$ cat src/rtl/arith_flag_pkg.sv
package arith_flag_pkg;

   typedef struct packed {
      logic n;
      logic z;
      logic v;
      logic c;
   } flag_set_t;

   localparam int FLAG_COUNT = $bits(flag_set_t);

endpackage

$ cat src/rtl/af_ripple_chain.sv
module af_ripple_chain #(
   parameter int WIDTH = 8
) (
   input  logic [WIDTH-1:0] a_in,
   input  logic [WIDTH-1:0] b_in,
   input  logic             c_in,
   output logic [WIDTH-1:0] sum_out,
   output logic             c_into_msb,
   output logic             c_out
);
   localparam int TOP = WIDTH - 1;

   logic [WIDTH:0] chain;

   assign chain[0] = c_in;

   for (genvar i = 0; i < WIDTH; i++) begin : g_bit
      logic gen_t, prop_t;
      assign gen_t      = a_in[i] & b_in[i];
      assign prop_t     = a_in[i] ^ b_in[i];
      assign sum_out[i] = prop_t ^ chain[i];
      assign chain[i+1] = gen_t | (prop_t & chain[i]);
   end

   assign c_into_msb = chain[TOP];
   assign c_out      = chain[WIDTH];

endmodule

$ cat src/rtl/af_flag_gen.sv
module af_flag_gen
   import arith_flag_pkg::*;
#(
   parameter int WIDTH = 8
) (
   input  logic [WIDTH-1:0] sum_in,
   input  logic             c_into_msb,
   input  logic             c_out,
   input  logic             is_sub,
   output flag_set_t        flags
);
   localparam int MSB = WIDTH - 1;

   always_comb begin
      flags.n = sum_in[MSB];
      flags.z = ~|sum_in;
      flags.v = c_into_msb ^ c_out;
      flags.c = c_out ^ is_sub;
   end

endmodule

$ cat src/rtl/af_flag_hold.sv
module af_flag_hold
   import arith_flag_pkg::*;
#(
   parameter bit REGISTERED = 1'b1
) (
   input  logic      clk,
   input  logic      rst_n,
   input  logic      load,
   input  flag_set_t flags_in,
   output flag_set_t flags_out
);
   if (REGISTERED) begin : g_reg
      flag_set_t held_q;

      always_ff @(posedge clk or negedge rst_n) begin
         if (!rst_n)    held_q <= '0;
         else if (load) held_q <= flags_in;
      end

      assign flags_out = held_q;

      // no load keeps the stored flags
      a_r9_hold_stable: assert property (@(posedge clk) disable iff (!rst_n)
         !load |=> $stable(flags_out));
      // load captures the flags present at the edge
      a_r9_hold_capture: assert property (@(posedge clk) disable iff (!rst_n)
         load |=> flags_out == $past(flags_in));
   end else begin : g_pass
      assign flags_out = flags_in;
   end

endmodule

$ cat src/rtl/arith_flag_unit.sv
module arith_flag_unit
   import arith_flag_pkg::*;
#(
   parameter int WIDTH      = 8,
   parameter bit REG_FLAGS  = 1'b1
) (
   input  logic             clk,
   input  logic             rst_n,
   input  logic             op_sub,
   input  logic [WIDTH-1:0] x_in,
   input  logic [WIDTH-1:0] m_in,
   input  logic             flag_load,
   output logic [WIDTH-1:0] result,
   output logic             flag_n,
   output logic             flag_z,
   output logic             flag_v,
   output logic             flag_c,
   output logic [3:0]       held_flags
);
   localparam int MSB = WIDTH - 1;

   if (WIDTH < 2) begin : g_bad_width
      $error("arith_flag_unit: WIDTH must be at least 2");
   end
   if (FLAG_COUNT != 4) begin : g_bad_flags
      $error("arith_flag_unit: flag set must hold four bits");
   end

   logic [WIDTH-1:0] b_eff;
   logic [WIDTH-1:0] sum_w;
   logic             c_msb_w, c_out_w;
   flag_set_t        flags_w, held_w;

   assign b_eff = op_sub ? ~m_in : m_in;

   af_ripple_chain #(.WIDTH(WIDTH)) u_chain (
      .a_in      (x_in),
      .b_in      (b_eff),
      .c_in      (op_sub),
      .sum_out   (sum_w),
      .c_into_msb(c_msb_w),
      .c_out     (c_out_w)
   );

   af_flag_gen #(.WIDTH(WIDTH)) u_flags (
      .sum_in    (sum_w),
      .c_into_msb(c_msb_w),
      .c_out     (c_out_w),
      .is_sub    (op_sub),
      .flags     (flags_w)
   );

   af_flag_hold #(.REGISTERED(REG_FLAGS)) u_hold (
      .clk      (clk),
      .rst_n    (rst_n),
      .load     (flag_load),
      .flags_in (flags_w),
      .flags_out(held_w)
   );

   assign result     = sum_w;
   assign flag_n     = flags_w.n;
   assign flag_z     = flags_w.z;
   assign flag_v     = flags_w.v;
   assign flag_c     = flags_w.c;
   assign held_flags = held_w;

   // add result against a wide sum
   a_r1_add_result: assert property (@(posedge clk) disable iff (!rst_n)
      !op_sub |-> result == WIDTH'({1'b0, x_in} + {1'b0, m_in}));
   // subtract result against a native difference
   a_r2_sub_result: assert property (@(posedge clk) disable iff (!rst_n)
      op_sub |-> result == WIDTH'(x_in - m_in));
   // carry set only when the unsigned add wraps
   a_r3_add_carry: assert property (@(posedge clk) disable iff (!rst_n)
      !op_sub |-> flag_c == (({1'b0, x_in} + {1'b0, m_in}) > {1'b0, {WIDTH{1'b1}}}));
   // borrow set only when M exceeds X
   a_r4_sub_borrow: assert property (@(posedge clk) disable iff (!rst_n)
      op_sub |-> flag_c == (m_in > x_in));
   // add overflow from operand and result signs
   a_r5_add_overflow: assert property (@(posedge clk) disable iff (!rst_n)
      !op_sub |-> flag_v == ((x_in[MSB] == m_in[MSB]) && (result[MSB] != x_in[MSB])));
   // subtract overflow from operand and result signs
   a_r6_sub_overflow: assert property (@(posedge clk) disable iff (!rst_n)
      op_sub |-> flag_v == ((x_in[MSB] != m_in[MSB]) && (result[MSB] != x_in[MSB])));

endmodule

$ cat config.mk
export PLATFORM = sky130hd
export DESIGN_NAME = arith_flag_unit
export DESIGN_NICKNAME = d
export VERILOG_FILES = /design/src/rtl/arith_flag_pkg.sv /design/src/rtl/af_ripple_chain.sv /design/src/rtl/af_flag_gen.sv /design/src/rtl/af_flag_hold.sv /design/src/rtl/arith_flag_unit.sv
export SDC_FILE = /design/constraint.sdc
export NUM_CORES = 1
export LEC_CHECK = 0
export ABC_AREA = 1
export BUFFER_PORTS_ARGS = -buffer_cell sky130_fd_sc_hd__buf_2
export CORE_MARGIN = 4
export CORE_UTILIZATION = 40
export DETAILED_ROUTE_END_ITERATION = 10
export PLACE_DENSITY = 0.77
export SLEW_MARGIN = 20
export SYNTH_ARGS = -nofsm -noshare
export SYNTH_HDL_FRONTEND = slang
export SYNTH_HIERARCHICAL = 1
export SYNTH_SLANG_ARGS = --single-unit
$ cat constraint.sdc
create_clock -name clk -period 5.2 [get_ports clk]
set_input_delay 0.26 -clock clk [delete_from_list [all_inputs] [get_ports clk]]
set_output_delay 0.26 -clock clk [all_outputs]
set_load 0.005 [all_outputs]
## After elaboration in Yosys (flattened, before gate mapping)

Index checks and enable logic that the tools add are counted.
W data, S select, Z words.

- Flip-flop bits (word level): 4
- Input bits: 20

- Multiplexer cells: 1
- Bitwise logic cells: 43
- Reduce and logical (&&, ||, !) cells: 2

Operator list:

| cell | number |
|---|---|
| $xor A1 B1 Y1 | 18 |
| $and A1 B1 Y1 | 16 |
| $mux W8 | 1 |
| $not A8 Y8 | 1 |
| $or A1 B1 Y1 | 8 |
| $reduce_or A8 Y1 | 1 |
| $logic_not A1 Y1 | 1 |

## Depth between registers and ports, before layout

Gate-level depths: netlist of run 1.

- Depth in word-level cells: 20
- Mapped depth: 21
- Gate-level depth less buffers: 20

## Hierarchy

Netlist of run 1, hierarchy kept.

Modules (own cells, without submodules):

| module | instances | cells an instance | area each (um^2) |
|---|---|---|---|
| af_ripple_chain | 1 | 18 | 197.7 |
| af_flag_hold | 1 | 17 | 148.9 |
| arith_flag_unit | 1 | 34 | 135.1 |
| af_flag_gen | 1 | 10 | 51.3 |

## Worst setup path after synthesis of run 1

Ideal clock, no wire load.

- Path type: in2out
- From: input op_sub
- To: output flag_z
- Data arrival time: 3699 ps
- Required time: 4940 ps
- Setup slack: 1241 ps
- Cell stages on the path: 19
- Buffers on the path: 1
- Cells stage by stage: buf_6 -> inv_2 -> nand2_1 -> nand2_1 -> inv_1 -> fa_1 -> inv_1 -> fa_1 -> fa_1 -> fa_1 -> fa_1 -> fa_1 -> inv_1 -> fa_1 -> inv_1 -> fa_1 -> nor2_1 -> nand2_1 -> nor2_1

- Longest elaborated chain between the ends: 19
- Elaborated cells between the ends (all ways): 40
- Classes of those cells: mux: 1; bitwise: 37; reduce/logical: 2

Ends and longest elaborated chain:

| item | RTL line | source |
|---|---|---|
| start, declared | arith_flag_unit.sv:9 | `input logic op_sub,` |
| $mux W8 (*) | arith_flag_unit.sv:34 | `assign b_eff = op_sub ? ~m_in : m_in;` |
| named net b_eff[0] | arith_flag_unit.sv:29 | `logic [WIDTH-1:0] b_eff;` |
| $xor A1 B1 Y1 | af_ripple_chain.sv:20 | `assign prop_t = a_in[i] ^ b_in[i];` |
| $and A1 B1 Y1 | af_ripple_chain.sv:22 | `assign chain[i+1] = gen_t \| (prop_t & chain[i]);` |
| $or A1 B1 Y1 (*) | af_ripple_chain.sv:22 |  |
| $and A1 B1 Y1 (*) | af_ripple_chain.sv:22 |  |
| $or A1 B1 Y1 (*) | af_ripple_chain.sv:22 |  |
| $and A1 B1 Y1 (*) | af_ripple_chain.sv:22 |  |
| [... 6 more ...] | n/a |  |
| $or A1 B1 Y1 (*) | af_ripple_chain.sv:22 |  |
| $and A1 B1 Y1 (*) | af_ripple_chain.sv:22 |  |
| $or A1 B1 Y1 (*) | af_ripple_chain.sv:22 |  |
| named net c_msb_w | arith_flag_unit.sv:31 | `logic c_msb_w, c_out_w;` |
| $xor A1 B1 Y1 (*) | af_ripple_chain.sv:21 | `assign sum_out[i] = prop_t ^ chain[i];` |
| named net result[7] | arith_flag_unit.sv:13 | `output logic [WIDTH-1:0] result,` |
| $reduce_or A8 Y1 (*) | af_flag_gen.sv:16 | `flags.z = ~\|sum_in;` |
| $logic_not A1 Y1 (*) | af_flag_gen.sv:16 |  |
| end, declared | arith_flag_unit.sv:15 | `output logic flag_z,` |

The timed path passes the listed nets; every way through them passes the cells marked *.

## Worst setup path after layout of run 1

- From: input op_sub
- To: output flag_z

- Longest elaborated chain between the ends: 19
- Elaborated cells between the ends (all ways): 40
- Classes of those cells: mux: 1; bitwise: 37; reduce/logical: 2

Ends and longest elaborated chain:

| item | RTL line |
|---|---|
| $mux W8 (*) | arith_flag_unit.sv:34 |
| named net b_eff[0] | arith_flag_unit.sv:29 |
| $xor A1 B1 Y1 | af_ripple_chain.sv:20 |
| $and A1 B1 Y1 | af_ripple_chain.sv:22 |
| $or A1 B1 Y1 (*) | af_ripple_chain.sv:22 |
| $and A1 B1 Y1 (*) | af_ripple_chain.sv:22 |
| $or A1 B1 Y1 (*) | af_ripple_chain.sv:22 |
| $and A1 B1 Y1 (*) | af_ripple_chain.sv:22 |
| [... 5 more ...] | n/a |
| $and A1 B1 Y1 (*) | af_ripple_chain.sv:22 |
| $or A1 B1 Y1 (*) | af_ripple_chain.sv:22 |
| $and A1 B1 Y1 (*) | af_ripple_chain.sv:22 |
| $or A1 B1 Y1 (*) | af_ripple_chain.sv:22 |
| named net c_msb_w | arith_flag_unit.sv:31 |
| $xor A1 B1 Y1 (*) | af_ripple_chain.sv:21 |
| $reduce_or A8 Y1 (*) | af_flag_gen.sv:16 |
| $logic_not A1 Y1 (*) | af_flag_gen.sv:16 |

Marks and branches as above.

==> flow_metrics.env, run 1 <==
export IMPL_totalWireLength_um=1230
export IMPL_critPathMaxFanout=11
export IMPL_synth_nets=107
export IMPL_postCtsSetupRepairBufs=0
export IMPL_finalClockSkew_ps=0
export IMPL_cts_htree_levels=1
export IMPL_io_buffers=35
export IMPL_ys_types=9
export IMPL_grt_ovfl_total=0
export IMPL_p_per_area_nw_per_um2=220
export IMPL_worst_hold_slack_ps=297
export IMPL_route_met3_wl_um=109
export IMPL_core_um2=1190
export IMPL_synth_top_area_cell="fa_1"
export IMPL_critPathKind="in -> out"
export IMPL_min_delay_path_depth=3
export IMPL_clock_fmax_ghz=0.226
export IMPL_drv_cap=0
export IMPL_drc_errors=0
export IMPL_final_net_count=146
export IMPL_die_h_um=44.5
export IMPL_fin_tns_setup_ps=0
export IMPL_antenna_found_initial=0
export IMPL_wl_per_cell_um=9.45
export IMPL_yosys_warnings=6
export IMPL_met1_length_um=474
export IMPL_hp_class="in -> reg"
export IMPL_initialDrtViolationCount=11
export IMPL_holdCritStartpoint="flag_load"
export IMPL_cts_buffer_depth=2
export IMPL_period_needed_ps=4430
export IMPL_dr_pass1_iters=6
export IMPL_synth_area_um2=533
export IMPL_post_route_period_util=0.853
export IMPL_largest_reg_flops=4
export IMPL_leakagePower_nw=0.498
export IMPL_cp_num_buf_inv=7
export IMPL_antennaDiodeCount=0
export IMPL_cts_tree="yes"
export IMPL_layout_commonest_cell="nand2_1"
export IMPL_drv_slew=0
export IMPL_crit_family="adder cells"
export IMPL_worstPathArrival_ps=4170
export IMPL_globalRouteTotalUtil=0.136
export IMPL_status="finished, final reports clean"
export IMPL_grt_setup_unrepaired="no"
export IMPL_synth_top_area_frac=0.300
export IMPL_ir_worst_vdd_mv=0.0860
export IMPL_area_growth_pct=38.7
export IMPL_cpMostUsedCell="fa_1"
export IMPL_cts_root_buffer="clkbuf_4"
export IMPL_setup_viol=0
export IMPL_dp_final_hpwl_um=1060
export IMPL_via_per_inst=4.27
export IMPL_layout_drive_gt1_share=0.345
export IMPL_wl_met2_um=644
export IMPL_startpoint="op_sub"
export IMPL_clk_latency_ps=230
export IMPL_syn_area_per_cell_um2=6.75
export IMPL_slew_headroom=0.863
export IMPL_cp_start_kind="primary input"
export IMPL_synth_ff_latch_count=4
export IMPL_final_antenna_net_count=0
export IMPL_finish_utilization=0.623
export IMPL_clock_sinks=4
export IMPL_io_pins=36
export IMPL_crit_cells=20
export IMPL_ys_seq_area_frac=0.188
export IMPL_initial_core_util=0.449
export IMPL_grt_pass1_vias=537
export IMPL_grt_max_degree=12
export IMPL_slowest_delay_ps=480
export IMPL_via_count=555
export IMPL_rows=12
export IMPL_worstReg2RegStart="u_hold/flags_out[1]"
export IMPL_hold_viol=0
export IMPL_yosys_top_cells_area="fa_1 30%, nand2_1 27%, dfrtp_1 19%"
export IMPL_layout_common_cells="38 x nand2_1, 35 x buf_2, 18 x inv_1, 8 x fa_1, 5 x nor2_1"
export IMPL_routed_top_layer="met3"
export IMPL_nFillCells=117
export IMPL_grt_pass1_wl_um=2020
export IMPL_path_cells="buf_2, inv_2, nand2_1, nand2_1, inv_1, fa_1, inv_1, fa_1, fa_1, fa_1, fa_1, fa_1, inv_1, fa_1, inv_1, fa_1, nor2_1, nand2_1, nor2_1, buf_2"
export IMPL_slowest_stage="fa_1"
export IMPL_netlist_instances=79
export IMPL_cts_buffers=3
export IMPL_end_kind="output port"
export IMPL_critPathRequiredTime_ps=4940
export IMPL_reg2reg_depth=2
export IMPL_worst_pin_slew_ps=206
export IMPL_dieArea_um2=1980
export IMPL_place_congestion=0.685
export IMPL_die_width_um=44.5
export IMPL_clk_pin_slew_ps=40
[final cells by class]
cell class / count / area, um^2 / area share
clock buffer: 3 / 22.5 / 0.0305
inverter: 20 / 75.1 / 0.102
multi-input combinational: 53 / 339 / 0.459
sequential: 4 / 100 / 0.135
tap: 14 / 17.5 / 0.0237
timing repair buffer: 36 / 185 / 0.250
[stage by stage]
stage	power, mW	worst slack [ps]	std cells	instance area (um^2)
4_1_cts	0.166	754	130	739
6_report	0.163	766	130	739
2_1_floorplan	0.0891	1240	79	533
3_5_place_dp	0.126	762	126	707
3_3_place_gp	0.124	873	126	707
5_1_grt	0.182	506	130	739
[layer usage]
| layer | vias to the layer above | track usage |
|---|---|---|
| met4 | 0 | 0.0904 |
| met1 | 236 | 0.161 |
| met2 | 26 | 0.223 |
| met3 | 0 | 0.0203 |
| li1 | 293 | - |
| met5 | - | 0 |
[power breakdown]
part	total (mW)	internal [mW]	switching [mW]
Sequential	0.0388	0.0362	0.00260
Combinational	0.0857	0.0410	0.0447
Clock	0.0382	0.0258	0.0124
[Yosys cell counts]
master,instances
dfrtp_1,4
inv_2,2
inv_1,18
nor2_1,5
fa_1,8
buf_4,1
xor2_1,2
nand2_1,38
buf_6,1
[cell families (layout without fill, tap and decap cells)]
kind of cell	after synthesis	after routing	share of synthesized area
adder cells (fa/ha/maj)	8	8	0.300
buffers and inverters	22	59	0.176
flip-flops	4	4	0.188
XOR/XNOR	2	2	0.0329
AND/OR/NAND/NOR	43	43	0.303
[worst paths after layout]
path | slack [ps] | to
hold / removal | 300 | u_hold/flags_out[0]
min in group asynchronous | 350 | u_hold/flags_out[0]
max in group asynchronous | 4730 | u_hold/flags_out[1]
setup / recovery | 770 | flag_z
setup reg to reg | 4600 | u_hold/flags_out[1]
hold reg to reg | 470 | u_hold/flags_out[2]
[worst min-delay path, cell delays in order]
cell,delay (ps)
buf_2,130
nand2_1,60
nand2_1,40
[timing repair]
action / in CTS / in global routing
gates resized for setup: 0 / 0
endpoints found under the hold margin: 4 / 0
hold buffers: 1 / 0
Note: power is estimated with default switching activity, not from simulation.
==> run 2: changes to the inputs <==
--- a/config.mk
+++ b/config.mk
@@ -5,12 +5,11 @@
 export SDC_FILE = /design/constraint.sdc
 export NUM_CORES = 1
 export LEC_CHECK = 0
-export ABC_AREA = 1
 export BUFFER_PORTS_ARGS = -buffer_cell sky130_fd_sc_hd__buf_2
-export CORE_MARGIN = 4
-export CORE_UTILIZATION = 40
+export CORE_AREA = 4 4 41 43
 export DETAILED_ROUTE_END_ITERATION = 10
-export PLACE_DENSITY = 0.77
+export DIE_AREA = 0 0 45 47
+export PLACE_DENSITY = 0.72
 export SLEW_MARGIN = 20
 export SYNTH_ARGS = -nofsm -noshare
 export SYNTH_HDL_FRONTEND = slang
==> run 2 against run 1 <==
Effect of this change:
- die area rose by 6.8%
- synthesized area fell by 12%
- maximum frequency fell by 5.0%
- clock power rose by 3%
- sequential cell count did not move
- critical endpoint unchanged
==> flow_metrics.env, run 2 <==
export IMPL_wl_per_cell_um=11.7
export IMPL_end_kind="output port"
export IMPL_regToRegSetupSlack_ps=4450
export IMPL_worst_hold_slack_ps=337
export IMPL_cts_buffer_depth=2
export IMPL_postPlaceCellArea_um2=643
export IMPL_final_antenna_net_count=0
export IMPL_grt_pass1_wl_um=1640
export IMPL_multiInputGateArea_um2=312
export IMPL_core_um2=1300
export IMPL_cts_tree="yes"
export IMPL_slew_headroom=0.829
export IMPL_globalRouteTotalUtil=0.111
export IMPL_cts_buffers=3
export IMPL_cts_htree_levels=1
export IMPL_yosys_warnings=6
export IMPL_initial_core_util=0.360
export IMPL_finish_utilization=0.519
export IMPL_async_reset_ff_frac=1.00
export IMPL_grt_max_degree=11
export IMPL_synth_top_area_frac=0.342
export IMPL_dieArea_um2=2120
export IMPL_dr_pass1_iters=1
export IMPL_reg2reg_depth=1
export IMPL_post_route_period_util=0.898
export IMPL_worstReg2RegStart="u_hold/flags_out[1]"
export IMPL_min_delay_path_depth=2
export IMPL_hold_viol=0
export IMPL_ys_types=9
export IMPL_grt_pass1_vias=381
export IMPL_via_per_inst=4.16
export IMPL_critPathKind="in -> out"
export IMPL_post_cts_resized=0
export IMPL_totalWireLength_um=1090
export IMPL_grt_ovfl_total=0
export IMPL_drc_errors=0
export IMPL_rows=13
export IMPL_holdPathEnd="u_hold/flags_out[3]"
export IMPL_die_width_um=45
export IMPL_synth_ff_latch_count=4
export IMPL_critPathMaxFanout=10
export IMPL_setup_viol=0
export IMPL_synth_common_cells="10 x inv_1, 10 x xor2_1, 8 x fa_1"
export IMPL_drv_slew=0
export IMPL_synthXorXnorAreaFrac=0.187
export IMPL_finalClockSkew_ps=0
export IMPL_synth_top_area_cell="fa_1"
export IMPL_worstPathArrival_ps=4410
export IMPL_synthSimpleGateAreaFrac=0.0401
export IMPL_clock_fmax_ghz=0.214
export IMPL_io_buffers=35
export IMPL_leakagePower_nw=0.382
export IMPL_largest_reg_flops=4
export IMPL_nFillCells=128
export IMPL_layout_commonest_cell="buf_2"
export IMPL_clock_sinks=4
export IMPL_synth_area_um2=468
export IMPL_period_needed_ps=4670
export IMPL_synthMuxAreaShare=0.0963
export IMPL_initialDrtViolationCount=0
export IMPL_power_uw=178
export IMPL_seq_area_um2=100
export IMPL_layout_common_cells="35 x buf_2, 10 x xor2_1, 10 x inv_1, 8 x fa_1"
export IMPL_clk_latency_ps=230
export IMPL_synth_top_family_by_area="adder cells"
export IMPL_syn_area_per_cell_um2=11.4
export IMPL_via_count=387
export IMPL_synth_compound_area_share=0
export IMPL_cp_start_kind="primary input"
export IMPL_grt_setup_unrepaired="no"
export IMPL_area_growth_pct=44.4
export IMPL_p_per_area_nw_per_um2=264
export IMPL_status="finished, final reports clean"
export IMPL_synth_nets=69
export IMPL_final_net_count=108
export IMPL_layout_drive_gt1_share=0.538
export IMPL_antenna_found_initial=0
export IMPL_instances_no_fill=93
export IMPL_fin_tns_setup_ps=0
export IMPL_ir_worst_vdd_mv=0.156
export IMPL_cts_hold_buf=1
export IMPL_antennaDiodeCount=0
export IMPL_cts_root_buffer="clkbuf_4"
export IMPL_netlist_instances=41
export IMPL_startpoint="op_sub"
export IMPL_synthAdderAreaFrac=0.342
export IMPL_worst_pin_slew_ps=256
export IMPL_drv_cap=0
export IMPL_ys_flop_type="dfrtp_1"
export IMPL_place_inst=89
export IMPL_holdCritStartpoint="flag_load"
export IMPL_dp_final_hpwl_um=933
export IMPL_clk_pin_slew_ps=40
export IMPL_place_congestion=0.655
export IMPL_ys_seq_area_frac=0.214
export IMPL_io_pins=36
export IMPL_yosys_top_cells_area="fa_1 34%, dfrtp_1 21%, xor2_1 19%"
export IMPL_die_h_um=47
export IMPL_critPathRequiredTime_ps=4940
export IMPL_post_place_ws_ps=493
export IMPL_rr_endpoint="u_hold/flags_out[1]"
export IMPL_final_cell_area_um2=676
export IMPL_postCtsSetupRepairBufs=0
export IMPL_synth_edff_count=0
export IMPL_hp_class="in -> reg"
export IMPL_fin_ws_ps=531
==> run 2: layout make-up <==
class	instances	area share
multi-input cells	25	0.461
well taps	15	0.0278
repair buffers	36	0.274
inverters	10	0.0556
flip-flops and latches	4	0.148
clock buffers	3	0.0333
==> run 2: how the worst max path moves through the flow <==
stage | endpoint | slack, ps | cells after the start
after global routing | flag_z | 310 | 17
after detailed placement | flag_z | 490 | 17
after global placement | flag_z | 560 | 17
after CTS | flag_z | 490 | 17
after floorplan | flag_z | 860 | 16
final | flag_z | 530 | 17
==> run 2: layer usage <==
layer / global-route usage / routed length (um) / up-vias / share of wire
li1: - / - / 193 / -
met1: 0.117 / 371 / 176 / 0.34
met2: 0.198 / 591 / 18 / 0.54
met5: 0 / 0 / - / 0
met4: 0.0175 / 0 / 0 / 0
met3: 0.0613 / 129 / 0 / 0.12
==> run 2: where the power goes <==
group	total, mW	internal (mW)	leakage (nW)	switching, mW
Combinational	0.0964	0.0498	0.319	0.0465
Sequential	0.0424	0.0388	0.0490	0.00358
Clock	0.0394	0.0259	0.0138	0.0135
==> run 2: critical path, stage by stage <==
cell and delay [ps]:
buf_2 190, xor2_1 180, inv_1 80, fa_1 170, inv_1 50, fa_1 370
fa_1 390, fa_1 380, fa_1 380, fa_1 360, inv_1 70, fa_1 160
inv_1 70, fa_1 490, or4_1 540, nor2_1 140, buf_2 130
==> run 2: logic make-up (layout without fill, tap and decap cells) <==
family / count (synthesis) / count (layout)
xor+xnor: 10 / 10
fa+ha+maj: 8 / 8
mux: 4 / 4
flops: 4 / 4
buf+inv: 12 / 49
simple gates: 3 / 3
==> run 3: changes to the inputs <==
--- a/config.mk
+++ b/config.mk
@@ -6,9 +6,10 @@
 export NUM_CORES = 1
 export LEC_CHECK = 0
 export BUFFER_PORTS_ARGS = -buffer_cell sky130_fd_sc_hd__buf_2
-export CORE_AREA = 4 4 41 43
+export CORE_AREA = 2 2 39 41
+export CTS_CLUSTER_SIZE = 40
 export DETAILED_ROUTE_END_ITERATION = 10
-export DIE_AREA = 0 0 45 47
+export DIE_AREA = 0 0 41 43
 export PLACE_DENSITY = 0.72
 export SLEW_MARGIN = 20
 export SYNTH_ARGS = -nofsm -noshare
==> run 3 against run 2 <==
Effect of this change:
- clock power fell by 3%
- global-route usage up 2.6 points
- combinational power fell by 2%
- first-iteration DRC count increased by 2
- sequential power decreased by 1%
- largest power group unchanged
==> flow_metrics.env, run 3 (synthesis gave the netlist of run 2 again) <==
export IMPL_postCtsSetupRepairBufs=0
export IMPL_critPathRequiredTime_ps=4940
export IMPL_dieArea_um2=1760
export IMPL_cts_htree_levels=1
export IMPL_layout_drive_gt1_share=0.538
export IMPL_worstReg2RegStart="u_hold/flags_out[3]"
export IMPL_setup_viol=0
export IMPL_post_place_ws_ps=488
export IMPL_status="finished, final reports clean"
export IMPL_clk_latency_ps=230
export IMPL_antenna_found_initial=0
export IMPL_slew_headroom=0.821
export IMPL_layout_commonest_cell="buf_2"
export IMPL_fin_tns_setup_ps=0
export IMPL_worstPathArrival_ps=4410
export IMPL_rows=14
export IMPL_place_congestion=0.656
export IMPL_cts_buffer_depth=2
export IMPL_drv_slew=0
export IMPL_dr_pass1_iters=4
export IMPL_io_pins=36
export IMPL_grt_pass1_vias=390
export IMPL_grt_max_degree=11
export IMPL_cts_tree="yes"
export IMPL_power_uw=175
export IMPL_hold_viol=0
export IMPL_globalRouteTotalUtil=0.137
export IMPL_layout_common_cells="35 x buf_2, 10 x xor2_1, 10 x inv_1, 8 x fa_1"
export IMPL_cp_start_kind="primary input"
export IMPL_dp_final_hpwl_um=915
export IMPL_area_growth_pct=44.7
export IMPL_end_kind="output port"
export IMPL_grt_pass1_wl_um=1520
export IMPL_largest_reg_flops=4
export IMPL_initialDrtViolationCount=2
export IMPL_fin_ws_ps=532
export IMPL_drv_cap=0
export IMPL_drc_errors=0
export IMPL_final_net_count=108
export IMPL_hp_class="in -> async"
export IMPL_post_route_period_util=0.898
export IMPL_totalWireLength_um=1000
export IMPL_core_um2=1380
export IMPL_final_cell_area_um2=677
export IMPL_leakagePower_nw=0.382
export IMPL_worst_pin_slew_ps=269
export IMPL_antennaDiodeCount=0
export IMPL_post_cts_resized=0
export IMPL_grt_ovfl_total=0
export IMPL_period_needed_ps=4670
export IMPL_cts_root_buffer="clkbuf_4"
export IMPL_wl_per_cell_um=10.7
export IMPL_nFillCells=145
export IMPL_finish_utilization=0.489
export IMPL_reg2reg_depth=1
export IMPL_clock_fmax_ghz=0.214
export IMPL_critPathKind="in -> out"
export IMPL_via_per_inst=4.31
export IMPL_critPathMaxFanout=10
export IMPL_io_buffers=35
export IMPL_finalClockSkew_ps=0
export IMPL_die_width_um=41
export IMPL_clk_pin_slew_ps=40
export IMPL_rr_endpoint="u_hold/flags_out[3]"
export IMPL_clock_sinks=4
export IMPL_ir_worst_vdd_mv=0.156
export IMPL_via_count=405
export IMPL_final_antenna_net_count=0
export IMPL_postPlaceCellArea_um2=644
export IMPL_initial_core_util=0.338
export IMPL_cts_buffers=3
export IMPL_regToRegSetupSlack_ps=4460
export IMPL_p_per_area_nw_per_um2=258
export IMPL_die_h_um=43
export IMPL_grt_setup_unrepaired="no"
## run 3: cell counts in the layout (fill, tap and decap cells not counted)
Identical to the previous run, type by type.
## run 3: final cells by class
cell class	count	area [um^2]	area share
clock buffer	3	22.5	0.0333
timing repair buffer	36	185	0.274
sequential	4	100	0.148
tap	16	20.0	0.0296
inverter	10	37.5	0.0555
multi-input combinational	25	312	0.460
## run 3: worst max path at each step
| stage | from | end | slack, ps |
|---|---|---|---|
| after floorplan | op_sub | flag_z | 860 |
| after global placement | op_sub | flag_z | 580 |
| after detailed placement | op_sub | flag_z | 490 |
| after CTS | op_sub | flag_z | 490 |
| after global routing | op_sub | flag_z | 360 |
| final | op_sub | flag_z | 530 |
## run 3: metal layers
layer / track usage / up-vias / part of all wire
met3: 0.0471 / 0 / 0.082
met5: 0 / - / 0
met2: 0.216 / 20 / 0.60
li1: - / 195 / -
met4: 0.100 / 0 / 0
met1: 0.141 / 190 / 0.32
## run 3: worst max-delay path, stage by stage
cell and delay [ps]:
buf_2 190, xor2_1 190, inv_1 80, fa_1 170, inv_1 50, fa_1 370, fa_1 390, fa_1 390
fa_1 380, fa_1 370, inv_1 70, fa_1 150, inv_1 70, fa_1 480, or4_1 530, nor2_1 130
buf_2 130
## run 3: timing repair
item                       4_1_cts  5_1_grt
setup endpoints to repair        0        0
hold endpoints to repair         4        0
hold buffers                     1        0
## run 3: metrics by stage
stage | std cells | hold slack [ps]
finish | 94 | 348
global route | 94 | 345
CTS | 94 | 332
detailed placement | 90 | 69.0
global placement | 90 | 65.4
floorplan | 41 | -35.6
## run 3: power by group
group          internal, mW  leakage [nW]  total [mW]  switching [mW]
logic                0.0496         0.319      0.0949          0.0453
registers            0.0388        0.0490      0.0419         0.00305
clock network        0.0258        0.0138      0.0381          0.0123
total                 0.114         0.382       0.175          0.0607
